<file path="src/rtl/dp_pkg.sv">
package dp_pkg;
    localparam int DW       = 8;
    localparam int AW       = 2 * DW;
    localparam int RF_N     = 4;
    localparam int RF_IW    = $clog2(RF_N);
    localparam int SEL_W    = 3;
    localparam int OP_W     = 4;

    typedef enum logic [SEL_W-1:0] {
        A_CONST = 3'd0, A_MEM = 3'd1, A_TL = 3'd2, A_TH = 3'd3, A_RF = 3'd4
    } asel_e;

    typedef enum logic [SEL_W-1:0] {
        B_PCL = 3'd0, B_PCH = 3'd1, B_TL = 3'd2, B_TH = 3'd3,
        B_STAT = 3'd4, B_MEM = 3'd5
    } bsel_e;

    typedef enum logic [OP_W-1:0] {
        OP_PASS = 4'd0, OP_ADC = 4'd1, OP_SBC = 4'd2, OP_AND = 4'd3,
        OP_OR   = 4'd4, OP_XOR = 4'd5, OP_SHL = 4'd6, OP_ROL = 4'd7,
        OP_SHR  = 4'd8, OP_ROR = 4'd9, OP_INC = 4'd10, OP_DEC = 4'd11
    } aluop_e;

    typedef struct packed {
        logic       n;
        logic       v;
        logic [3:0] rsv;
        logic       z;
        logic       c;
    } flags_t;

    typedef struct packed {
        logic [DW-1:0] y;
        logic          c;
        logic          v;
        logic          z;
        logic          n;
    } alu_res_t;

    function automatic flags_t flags_from(input alu_res_t r);
        flags_t f;
        f.n   = r.n;
        f.v   = r.v;
        f.rsv = '0;
        f.z   = r.z;
        f.c   = r.c;
        return f;
    endfunction
endpackage

</file>
<file path="src/rtl/dp_regfile.sv">
module dp_regfile
    import dp_pkg::*;
#(
    parameter int N = RF_N,
    parameter int W = DW,
    localparam int IW = $clog2(N)
) (
    input  logic          clk,
    input  logic          rst,
    input  logic          we,
    input  logic [IW-1:0] wsel,
    input  logic [W-1:0]  wd,
    input  logic [IW-1:0] rsel,
    output logic [W-1:0]  rd
);
    logic [W-1:0] mem [N];

    for (genvar i = 0; i < N; i++) begin : g_ent
        always_ff @(posedge clk) begin
            if (rst)
                mem[i] <= '0;
            else if (we && wsel == IW'(i))
                mem[i] <= wd;
        end
    end

    assign rd = mem[rsel];
endmodule

</file>
<file path="src/rtl/dp_alu.sv">
module dp_alu
    import dp_pkg::*;
#(
    parameter int W = DW
) (
    input  aluop_e        op,
    input  logic [W-1:0]  a,
    input  logic [W-1:0]  b,
    input  logic          c_in,
    input  logic          v_in,
    output alu_res_t      res
);
    logic [W:0] sum;

    always_comb begin
        sum   = '0;
        res.y = a;
        res.c = c_in;
        res.v = v_in;
        unique case (op)
            OP_ADC: begin
                sum   = {1'b0, a} + {1'b0, b} + {{W{1'b0}}, c_in};
                res.y = sum[W-1:0];
                res.c = sum[W];
                res.v = (a[W-1] == b[W-1]) && (sum[W-1] != a[W-1]);
            end
            OP_SBC: begin
                sum   = {1'b0, a} + {1'b0, ~b} + {{W{1'b0}}, c_in};
                res.y = sum[W-1:0];
                res.c = sum[W];
                res.v = (a[W-1] != b[W-1]) && (sum[W-1] != a[W-1]);
            end
            OP_AND: res.y = a & b;
            OP_OR:  res.y = a | b;
            OP_XOR: res.y = a ^ b;
            OP_SHL: begin res.y = {a[W-2:0], 1'b0}; res.c = a[W-1]; end
            OP_ROL: begin res.y = {a[W-2:0], c_in}; res.c = a[W-1]; end
            OP_SHR: begin res.y = {1'b0, a[W-1:1]}; res.c = a[0];   end
            OP_ROR: begin res.y = {c_in, a[W-1:1]}; res.c = a[0];   end
            OP_INC: res.y = a + W'(1);
            OP_DEC: res.y = a - W'(1);
            default: res.y = a;
        endcase
        res.z = (res.y == '0);
        res.n = res.y[W-1];
    end
endmodule

</file>
<file path="src/rtl/cpu8_datapath.sv">
module cpu8_datapath
    import dp_pkg::*;
(
    input  logic              clk,
    input  logic              rst,
    input  logic [SEL_W-1:0]  a_sel,
    input  logic [RF_IW-1:0]  a_reg,
    input  logic [SEL_W-1:0]  b_sel,
    input  logic [OP_W-1:0]   alu_op,
    input  logic              rf_we,
    input  logic [RF_IW-1:0]  rf_dst,
    input  logic              pcl_we,
    input  logic              pch_we,
    input  logic              tl_we,
    input  logic              th_we,
    input  logic              flags_we,
    input  logic              pc_inc,
    input  logic              addr_sel,
    input  logic [DW-1:0]     mem_rdata,
    input  logic [DW-1:0]     const_in,
    output logic [AW-1:0]     addr,
    output logic [DW-1:0]     wdata
);
    logic [DW-1:0] pc_l, pc_h, temp_l, temp_h, rf_rd;
    logic [DW-1:0] bus_a, bus_b;
    flags_t        flags_q;
    alu_res_t      alu_res;

    dp_regfile #(.N(RF_N), .W(DW)) u_rf (
        .clk(clk), .rst(rst), .we(rf_we), .wsel(rf_dst),
        .wd(alu_res.y), .rsel(a_reg), .rd(rf_rd)
    );

    always_comb begin
        unique case (asel_e'(a_sel))
            A_CONST: bus_a = const_in;
            A_MEM:   bus_a = mem_rdata;
            A_TL:    bus_a = temp_l;
            A_TH:    bus_a = temp_h;
            A_RF:    bus_a = rf_rd;
            default: bus_a = '0;
        endcase
    end

    always_comb begin
        unique case (bsel_e'(b_sel))
            B_PCL:   bus_b = pc_l;
            B_PCH:   bus_b = pc_h;
            B_TL:    bus_b = temp_l;
            B_TH:    bus_b = temp_h;
            B_STAT:  bus_b = flags_q;
            B_MEM:   bus_b = mem_rdata;
            default: bus_b = '0;
        endcase
    end

    dp_alu #(.W(DW)) u_alu (
        .op(aluop_e'(alu_op)), .a(bus_a), .b(bus_b),
        .c_in(flags_q.c), .v_in(flags_q.v), .res(alu_res)
    );

    always_ff @(posedge clk) begin
        if (rst) begin
            pc_l <= '0;
            pc_h <= '0;
        end else if (pcl_we || pch_we) begin
            if (pcl_we) pc_l <= alu_res.y;
            if (pch_we) pc_h <= alu_res.y;
        end else if (pc_inc) begin
            {pc_h, pc_l} <= {pc_h, pc_l} + AW'(1);
        end
    end

    always_ff @(posedge clk) begin
        if (rst) begin
            temp_l  <= '0;
            temp_h  <= '0;
            flags_q <= '0;
        end else begin
            if (tl_we)    temp_l  <= alu_res.y;
            if (th_we)    temp_h  <= alu_res.y;
            if (flags_we) flags_q <= flags_from(alu_res);
        end
    end

    assign addr  = addr_sel ? {temp_h, temp_l} : {pc_h, pc_l};
    assign wdata = alu_res.y;
endmodule


</file>
<file path="config.mk">
export PLATFORM = sky130hd
export DESIGN_NAME = cpu8_datapath
export DESIGN_NICKNAME = d
export VERILOG_FILES = /design/src/rtl/dp_pkg.sv /design/src/rtl/dp_regfile.sv /design/src/rtl/dp_alu.sv /design/src/rtl/cpu8_datapath.sv
export SDC_FILE = /design/constraint.sdc
export NUM_CORES = 1
export LEC_CHECK = 0
export BUFFER_PORTS_ARGS = -buffer_cell sky130_fd_sc_hd__buf_2
export CAP_MARGIN = 20
export CORE_ASPECT_RATIO = 1.4
export CORE_MARGIN = 2
export CORE_UTILIZATION = 55
export DETAILED_ROUTE_END_ITERATION = 10
export PLACE_DENSITY = 0.87
export SLEW_MARGIN = 20
export SYNTH_ARGS = -nofsm -noshare
export SYNTH_HDL_FRONTEND = slang
export SYNTH_SLANG_ARGS = --single-unit
</file>
<file path="constraint.sdc">
create_clock -name clk -period 5 [get_ports clk]
set_clock_uncertainty 0.1 [all_clocks]
set_input_delay 0.75 -clock clk [delete_from_list [all_inputs] [get_ports clk]]
set_output_delay 0.75 -clock clk [all_outputs]
set_load 0.01 [all_outputs]
</file>
; Word level (Yosys, flattened, before mapping)
; Memories as Yosys holds them, arrays and structs flattened.
; Index checks and enable logic that the tools add are counted.
[op_classes]
n_addsub = 7
eq_ne = 29
n_reduce_logical = 20
bitwise = 8
n_mux = 30
[ops]
columns = operator, count
row1 = $pmux 8 s11, 1
row2 = $mux 8, 10
row3 = $pmux 8 s6, 1
row4 = $pmux 8 s5, 1
row5 = $add 8x8->9, 2
row6 = $add 9x1->9, 2
row7 = $add 16x1->16 const B, 1
row8 = $eq 4x3->1 const B, 4
row9 = $eq 4x4->1 const B, 4
row10 = $mux 16, 1
row11 = $mux 1, 14
row12 = $eq 3x2->1 const B, 4
row13 = $eq 3x3->1 const B, 3
row14 = $add 8x1->8 const B, 1
row15 = $and 8x8->8, 1
row16 = $eq 4x2->1 const B, 2
row17 = $logic_not 8->1, 1
row18 = $not 8->8, 1
row19 = $or 8x8->8, 1
row20 = $reduce_and 2->1, 4
row21 = $sub 8x1->8 const B, 1
row22 = $xor 8x8->8, 1
row23 = $eq 3x1->1 const B, 2
row24 = $logic_and 1x1->1, 6
row25 = other kinds (15), 25
[totals]
wordCells = 103
ff_bits = 36
out_inout_bits = 24
mem_bits_rw = 32
mem_count = 1
[mem_list]
columns = memory, words, word_bits, read_ports, rd_ports_with_merged_regs, wr, line
row1 = u_rf.mem, 4, 8, 1, 0, 4, dp_regfile.sv:16  ; logic [W-1:0] mem [N];

; Depth between registers and ports, before layout
[depth]
word_depth = 8
depth_mapped = 18
ltp_nobuf = 15

; Modules after synthesis
; Synthesis repeated with hierarchy kept, for this count alone.
[hier_totals]
hier_cells = 692
area_unflattened_um2 = 5978.2
[modules_own_cells]
columns = module, cells_per_inst, instances, area_per_inst_um2
row1 = cpu8_datapath, 309, 1, 2593.7
row2 = dp_alu, 287, 1, 1966.9
row3 = dp_regfile, 96, 1, 1417.6

; Least setup slack after synthesis
; Ideal clock, no wire load.
[synth_timing]
path_type = in2out
from = in b_sel[0]
to = out wdata[4]
required_time_ns = 4.150
arrival_ns = 4.037
path_buffers = 3
setup_slack_ns = 0.113
path_stages = 14
cell_sequence = clkbuf_1 buf_1 mux4_2 inv_1 o22a_1 inv_1 fa_1 fa_1 nor2b_1 o221ai_1 a31o_2 o31ai_4 inv_1 buf_4
[synth_lines]
columns = element, line
row1 = from (decl), cpu8_datapath.sv:8  ; input logic [SEL_W-1:0] b_sel,
row2 = to (decl), cpu8_datapath.sv:22  ; output logic [DW-1:0] wdata

; Final worst setup path
[layout_timing]
from = in a_sel[0]
to = out wdata[7]
[layout_via]
elab_chain_cells = 5
elab_cells_between_ends = 16
cone_classes = add/sub: 6 / eq/ne: 4 / mux: 2 / bitwise: 3 / reduce/logical: 1
[layout_lines]
columns = element, line
row1 = from (decl), cpu8_datapath.sv:6  ; input logic [SEL_W-1:0] a_sel,
row2 = $eq 3x3->1 (tied with other cells), cpu8_datapath.sv:35  ; unique case (asel_e'(a_sel))
row3 = $pmux 8 s5 (*), cpu8_datapath.sv:35
row4 = "$add 8x8->9, on equally long branches", "dp_alu.sv:28, dp_alu.sv:22"
row5 = "$add 9x1->9, on equally long branches", "dp_alu.sv:28, dp_alu.sv:22"
row6 = $pmux 8 s11 (*), dp_alu.sv:20  ; unique case (op)
; Every way passes the cells marked *; elsewhere a longest branch is shown, timed or not.

==> results_dict.tcl <==
set metrics [dict create \
    crit_path_end_kind "output pin" \
    grt_busiest_layer "met2" \
    antenna_found_initial 0 \
    seq_area_frac_synth_pct 28.0 \
    instances_no_fill 898 \
    worstPathCellList "buf_2 -> buf_12 -> mux4_2 -> a21oi_4 -> inv_1 -> ha_1 -> nor2b_1 -> o21bai_1 -> a31oi_1 -> o21ai_0 -> o2bb2ai_1 -> buf_4 -> o311ai_1 -> a32oi_1 -> buf_4 -> inv_2 -> buf_2" \
    htreeDepth 3 \
    clock_latency_ps 340 \
    clockBufferDepth 2 \
    tritoncts "yes" \
    arrival_ps 3990 \
    crit_family "compound AO/OA/AOI/OAI gates" \
    fin_setup_tns_ps 0 \
    numPortBuffers 63 \
    whs_path_depth 2 \
    finalHoldViolCount 0 \
    avgSynthCellArea_um2 8.81 \
    synthDominantCellAreaShare_pct 16.0 \
    cts_made_buffers 9 \
    worstMarginPinSlew_ps 919 \
    drive_above_1_share_pct 25.0 \
    fp.dieArea_um2 11800 \
    ant_nets 0 \
    ir_drop_uv 230 \
    start_util_pct 55.9 \
    leakagePower_nw 3.04 \
    slew-limit-headroom_pct 38.7 \
    grt_usage_pct 34.0 \
    area_delta_synth_final_pct 14.7 \
    post-dp-hpwl_um 15300 \
    maxCapViolations 0 \
    cts_num_sinks 68 \
    row_count 45 \
    fin_nets 827 \
    grt_pass1_vias 5884 \
    wl_um 20100 \
    yosys.cell_types.count 77 \
    critical_path_class "input port to output pin" \
    cpPeakStageDelay_ps 550 \
    overflow 0 \
    crit_path_start_kind "input port" \
    grtUsageMet2_pct 58.7 \
    dr.first_iter.drc_count 561 \
    rsz0062_at_grt "false" \
    synth_area_leader_cell "edfxtp_1" \
    slowest_stage "mux4_2" \
    grt_pass1_wl_um 30800 \
    path_buf_inv 7 \
    fin_crit_sh_pct 96.8 \
    synthFlopType "dfxtp_1" \
    drc 0 \
    die-width_um 92.3 \
    path_clk_slew_ps 60 \
    grt_max_degree 45 \
    final_common_cell "nor2_1" \
    ff2ff_path_depth 14 \
    cts.hold.buffers_added 0 \
    first_pass_iters 8 \
    place.gp.congestion 1.02 \
    min_period_ps 4840 \
    p_per_area_nw_per_um2 275 \
    cp_num_cells 17 \
    synth.ff_latch_count 68 \
    avgRoutedWirePerCell_um 22.4 \
    grt_use_met1_pct 38.5 \
    finalSetupViolations 0 \
    synth.area.top_cells "edfxtp_1 (16%), dfxtp_1 (12%), mux2i_1 (7.3%)" \
    die_h_um 128 \
    hold_class "flop to flop" \
    core_area_um2 10800 \
    netlist_instances 682 \
    timing.fmax_mhz 207 \
    dp_cells 882 \
    synth-edff-count 32 \
    vias_per_cell 6.62 \
    ios 64 \
    layout_common_cells "nor2_1 (83), buf_2 (63), nand2_1 (45)" \
    async_flop_share_pct 0 \
    antenna_cells 0 \
    vias 5947 \
    status "finished clean" \
    drv_slew 0 \
    ys_warn_count 0 \
    required_ps 4150 \
    clock-root-buffer "clkbuf_16" \
    synth_fp_nets 757 \
    crit_fanout 10 \
    synth_area_um2 6010 \
    grt.met3_usage_pct 4.41 \
]
## metrics by stage
stage	hold WS (ps)	cell area, µm²	setup slack, ps	utilization [%]	power, mW
after detailed placement	425	6590	38.3	61.3	1.27
after global routing	443	6890	9.92	64.0	1.96
final	435	6890	158	64.0	1.89
after global placement	410	6590	123	61.3	1.26
after CTS	437	6870	32.2	63.9	1.88
after floorplan	366	6010	113	-	1.06
## cell type report
| cell class | count | area [µm²] |
|---|---|---|
| timing repair buffer | 108 | 666 |
| inverter | 40 | 150 |
| tap | 141 | 176 |
| clock buffer | 9 | 225 |
| fill | 863 | 3870 |
| sequential | 68 | 1680 |
| multi-input combinational | 525 | 3930 |
| clock inverter | 7 | 56.3 |
## final timing paths
check,start,to,slack (ps)
hold reg to reg,flags_q[6]$_SDFFE_PP0P_,flags_q[6]$_SDFFE_PP0P_,430
setup reg to reg,pc_l[0]$_SDFFE_PP0P_,flags_q[1]$_SDFFE_PP0P_,950
hold / removal,flags_q[6]$_SDFFE_PP0P_,flags_q[6]$_SDFFE_PP0P_,430
setup / recovery,a_sel[0],wdata[7],160
## synthesized netlist by cell type (all sizes together), types with 4 or more instances
cell	count
buf	23
clkbuf	26
inv	40
nand4	4
a221oi	5
nand2	45
or2	5
o22a	8
nand3b	5
dfxtp	36
and3	8
and2	6
nand2b	15
a31o	5
a21oi	30
mux2i	44
o21ai	37
o22ai	15
mux2	16
nor3b	4
ha	30
edfxtp	32
o21bai	5
xnor2	9
o221ai	4
nor2b	14
a211oi	16
a21o	6
nor3	16
mux4	14
o31ai	5
fa	5
nor2	84
nand3	15
## power breakdown
part           switching, mW  total [mW]  internal (mW)
sequential            0.0376       0.660          0.622
clock                  0.263       0.605          0.342
combinational          0.367       0.629          0.263
total                  0.667        1.89           1.23
## metal layers
layer | part of all wire, % | vias up | wire length, µm
met5 | 0 | - | 0
met4 | 8.1 | 0 | 1620
met3 | 7.7 | 101 | 1550
met2 | 50 | 410 | 9970
met1 | 35 | 2798 | 6970
li1 | - | 2638 | -
## tightest hold or removal path, cell delays in order, from the launching register on
cell      delay [ps]
dfxtp_1          330
nor2_1           100
a211oi_1          60
## registers in the layout, indices dropped and copies added (netlist names)
register / count
pc_l: 8
flags_q: 4
u_rf.mem: 32
temp_l: 8
temp_h: 8
pc_h: 8
## kinds of logic after synthesis
family                   after synthesis  synth area share, %
flip-flops                            68                 28.0
multiplexers                          74                 15.6
AND/OR/NAND/NOR                      237                 19.6
adder cells (fa/ha/maj)               35                 7.92
buffers and inverters                 89                 6.81
XOR/XNOR                              12                 1.75
AO/OA/AOI/OAI                        167                 20.4
## repair_timing
item / in CTS / in global routing
gates resized for setup: 0 / 5
buffers inserted: 0 / 0
setup endpoints to repair: 0 / 5
No activity file was read; power rests on OpenSTA's default activity.
